## src/rtl/dualreg_pkg.sv

```systemverilog
package dualreg_pkg;
  // Strobes from the control to the datapath
  typedef struct packed {
    logic wrBaud;   // load the baud-high register
    logic wrFrame;  // load the frame-control register
    logic rdFrame;  // the current read selects frame-control
    logic rdOn;     // a read of the shared address is happening
  } regStrobe_t;
endpackage

```

## src/rtl/dualreg_ctrl.sv

```systemverilog
module dualreg_ctrl
  import dualreg_pkg::*;
(
  input  logic       clk,
  input  logic       rstN,
  input  logic       selHit,
  input  logic       rdStb,
  input  logic       wrStb,
  input  logic       selBit,
  output regStrobe_t strobe
);
  logic rdAct;
  logic wrAct;
  logic baudReadLast;  // the previous cycle was a read that returned baud-high

  assign rdAct = rdStb && selHit;
  assign wrAct = wrStb && selHit;

  always_ff @(posedge clk or negedge rstN) begin
    if (!rstN) baudReadLast <= 1'b0;
    else       baudReadLast <= rdAct && !baudReadLast;
  end

  always_comb begin
    strobe.rdOn    = rdAct;
    strobe.rdFrame = rdAct && baudReadLast;
    strobe.wrFrame = wrAct && selBit;
    strobe.wrBaud  = wrAct && !selBit;
  end
endmodule

```

## src/rtl/dualreg_dp.sv

```systemverilog
module dualreg_dp
  import dualreg_pkg::*;
#(
  parameter int           DATA_W    = 8,
  parameter int           BAUD_W    = 4,
  parameter logic [7:0]   FRAME_RST = 8'h86
) (
  input  logic              clk,
  input  logic              rstN,
  input  regStrobe_t        strobe,
  input  logic [DATA_W-2:0] wrLow,
  output logic [DATA_W-1:0] rdData,
  output logic [DATA_W-1:0] baudHi,
  output logic [DATA_W-1:0] frameCtl
);
  localparam int PAD_W = DATA_W - BAUD_W;

  logic [BAUD_W-1:0] baudQ;
  logic [DATA_W-2:0] frameQ;

  always_ff @(posedge clk or negedge rstN) begin
    if (!rstN)              baudQ <= '0;
    else if (strobe.wrBaud) baudQ <= wrLow[BAUD_W-1:0];
  end

  always_ff @(posedge clk or negedge rstN) begin
    if (!rstN)               frameQ <= FRAME_RST[DATA_W-2:0];
    else if (strobe.wrFrame) frameQ <= wrLow;
  end

  generate
    if (PAD_W > 0) begin : g_pad
      assign baudHi = {{PAD_W{1'b0}}, baudQ};
    end else begin : g_full
      assign baudHi = baudQ[DATA_W-1:0];
    end
  endgenerate

  assign frameCtl = {1'b1, frameQ};

  always_comb begin
    if (!strobe.rdOn)        rdData = '0;
    else if (strobe.rdFrame) rdData = frameCtl;
    else                     rdData = baudHi;
  end
endmodule

```

## src/rtl/dualreg_top.sv

```systemverilog
module dualreg_top
  import dualreg_pkg::*;
#(
  parameter int         DATA_W    = 8,
  parameter int         BAUD_W    = 4,
  parameter logic [7:0] FRAME_RST = 8'h86
) (
  input  logic              clk,
  input  logic              rstN,
  input  logic              selHit,
  input  logic              rdStb,
  input  logic              wrStb,
  input  logic [DATA_W-1:0] wrData,
  output logic [DATA_W-1:0] rdData,
  output logic [DATA_W-1:0] baudHi,
  output logic [DATA_W-1:0] frameCtl
);
  regStrobe_t strobe;

  dualreg_ctrl u_ctrl (
    .clk    (clk),
    .rstN   (rstN),
    .selHit (selHit),
    .rdStb  (rdStb),
    .wrStb  (wrStb),
    .selBit (wrData[DATA_W-1]),
    .strobe (strobe)
  );

  dualreg_dp #(
    .DATA_W    (DATA_W),
    .BAUD_W    (BAUD_W),
    .FRAME_RST (FRAME_RST)
  ) u_dp (
    .clk      (clk),
    .rstN     (rstN),
    .strobe   (strobe),
    .wrLow    (wrData[DATA_W-2:0]),
    .rdData   (rdData),
    .baudHi   (baudHi),
    .frameCtl (frameCtl)
  );
endmodule

```

## config.mk

```make
export PLATFORM = sky130hd
export DESIGN_NAME = dualreg_top
export DESIGN_NICKNAME = d
export VERILOG_FILES = /design/src/rtl/dualreg_pkg.sv /design/src/rtl/dualreg_ctrl.sv /design/src/rtl/dualreg_dp.sv /design/src/rtl/dualreg_top.sv
export SDC_FILE = /design/constraint.sdc
export NUM_CORES = 1
export LEC_CHECK = 0
export BUFFER_PORTS_ARGS = -buffer_cell sky130_fd_sc_hd__buf_4
export CORE_MARGIN = 3
export CORE_UTILIZATION = 40
export DETAILED_ROUTE_END_ITERATION = 6
export PLACE_DENSITY = 0.76
export SLEW_MARGIN = 30
export SYNTH_ARGS = -nofsm -noshare
export SYNTH_HDL_FRONTEND = slang
export SYNTH_SLANG_ARGS = --single-unit
```

## constraint.sdc

```tcl
create_clock -name clk -period 2.5 [get_ports clk]
set_input_delay 0.125 -clock clk [delete_from_list [all_inputs] [get_ports clk]]
set_output_delay 0.125 -clock clk [all_outputs]
set_load 0.005 [all_outputs]
```

==> results_dict.tcl <==
set metrics [dict create \
    ys_seq_area_share_pct 51.9 \
    tritoncts "yes" \
    routedWlPerCell_um 13.4 \
    ios 37 \
    synth.avg_cell_area_um2 12.4 \
    dieArea_um2 1950 \
    cts_hold_buf 1 \
    diodes 0 \
    nets 94 \
    worstPathMaxFanout 6 \
    final_cells 95 \
    dieWidth_um 44.2 \
    portBuffers 31 \
    drive_gt1_share_pct 62.5 \
    cp.arrival_ps 1280 \
    cp-start-kind "flop" \
    synthesis.instances 47 \
    regArea_um2 303 \
    status "finished, final reports clean" \
    viasPerCell 4.79 \
    numCtsBuffers 3 \
    grt_pass1_wl_mm 1.97 \
    skew_ps 0 \
    setup_viol 0 \
    max_stage_delay_ps 470 \
    first_global_vias 457 \
    p_int_w 0.000417 \
    dpl.hpwl_um 975 \
    overflow 0 \
    clk_latency_ps 270 \
    grt_start_max_net_pins 13 \
    final-max-slew-violation-count 0 \
    drc 0 \
    end_kind "output pin" \
    num_rows 13 \
    mostFrequentLayoutCell "buf_4" \
    initialDrtViolationCount 7 \
    drt_pass1_iterations 3 \
    hold_path.class "input port to flop" \
    p_leak_nw 0.426 \
    initial_core_util_pct 43.7 \
    clkTransAtPathRegs_ps 70 \
    clk_path_buf_depth 2 \
    cts_max_level 1 \
    dp_cells 90 \
    maxCapViolCount 0 \
    cp_cell_sequence "and3_2 -> and2_1 -> buf_4" \
    n_fill_cell 110 \
    hold_viol_final 0 \
    synth_area_um2 583 \
    route.antenna.remaining_nets 0 \
    ys_ff_latch 12 \
    place_congestion 0.684 \
    power_frac_comb_pct 25.3 \
    path_class "flop to output pin" \
    postCtsSetupBuffers 0 \
    dr_total_vias 455 \
    final_cell_mix "buf_4, mux2_2, dfrtp_1" \
    worstPathRequired_ps 2380 \
    core_area_um2 1330 \
    grt_usage_pct 14.4 \
    pwr-share-clk_pct 27.5 \
    layout_min_cycle_time_ps 1410 \
    setup_tns_ps 0 \
    multi_input_area_um2 249 \
    cp_slowest_cell "dfrtp_1" \
    switching_share_pct 25.2 \
    switchingPower_w 0.000140 \
    max_clock_freq_ghz 0.711 \
    power_frac_seq_pct 47.1 \
    finalCritPeriodShare_pct 56.2 \
    clockRootBuffer "clkbuf_4" \
    rsz0062_at_grt "no" \
    yosysWarnings 0 \
    clkSinkCount 12 \
    cts_resized 0 \
    dieHeight_um 44.2 \
    wl_mm 1.27 \
    p_per_area_nw_per_um2 655 \
    synth_cell_types 13 \
    area_delta_synth_final_pct 45.7 \
    ir_drop_uv 415 \
    antenna_found_initial 0 \
]
[sequential cells by signal, indices dropped and copies added (netlist names)]
| name | flops |
|---|---|
| u_ctrl.baudReadLast | 1 |
| u_dp.baudQ | 4 |
| u_dp.frameQ | 7 |
[power by group through the flow]
stage	Combinational (W)	Clock [W]	Sequential, W
detailed placement	0.000142	0	0.000266
finish	0.000141	0.000153	0.000262
global placement	0.000139	0	0.000263
floorplan	0.0000583	0	0.000261
global route	0.000154	0.000167	0.000266
CTS	0.000144	0.000156	0.000262
[cell type report]
type,count,share of cell area (%)
multi-input combinational,32,29.3
sequential,12,35.6
clock buffer,4,4.27
tap,15,2.21
timing repair buffer,32,28.6
[cell families after synthesis]
| group | Yosys count | synth area share (%) |
|---|---|---|
| muxes | 15 | 28.1 |
| DFF | 12 | 51.9 |
| and+or+nand+nor | 12 | 11.4 |
| buffers and inverters | 6 | 7.30 |
| other | 2 | 1.29 |
[final timing paths]
check,start,to,slack [ps],cells after the start
setup reg to reg,u_dp.frameQ[3],u_dp.frameQ[3],1700,1
min in group asynchronous,rstN,u_dp.frameQ[4],230,2
setup / recovery,u_ctrl.baudReadLast,rdData[6],1090,3
hold / removal,wrData[6],u_dp.frameQ[6],80,2
max in group asynchronous,rstN,u_dp.frameQ[1],2050,2
hold reg to reg,u_dp.frameQ[5],u_dp.frameQ[5],530,1
[Yosys cell counts, drive strengths merged]
library cell,number,area share [%]
dfrtp,10,43
conb,2,1.3
mux2i,4,6.9
and3,1,1.3
buf,6,7.3
nand2,1,0.64
nor2,5,3.2
mux2,11,21
dfstp,2,9.0
and2,3,3.2
nand3b,1,1.3
nand3,1,1.7
[critical path, delay by kind of cell (launching register included)]
family	cells	cell delay [ps]
DFF	1	470
and+or+nand+nor	2	410
buffers and inverters	1	130
[per-layer routing]
layer  track usage [%]  up-vias  wire, um
met2              21.8       25       591
met1              17.1      211       524
met5                 0        -         0
met4              10.8        0        31
met3              4.07        4       124
li1                  -      215         -
[stage by stage]
stage	power [W]	hold WS [ps]	instance area (um2)	worst slack [ps]	util [%]
floorplan	0.000320	-171	594	1510	-
global placement	0.000403	-30.2	803	1410	60.2
detailed placement	0.000408	-28.3	803	1390	60.2
CTS	0.000562	76.8	850	1080	63.7
global route	0.000588	76.1	850	1040	63.7
finish	0.000557	81.3	850	1090	63.7
Note: power is estimated with default switching activity, not from simulation.
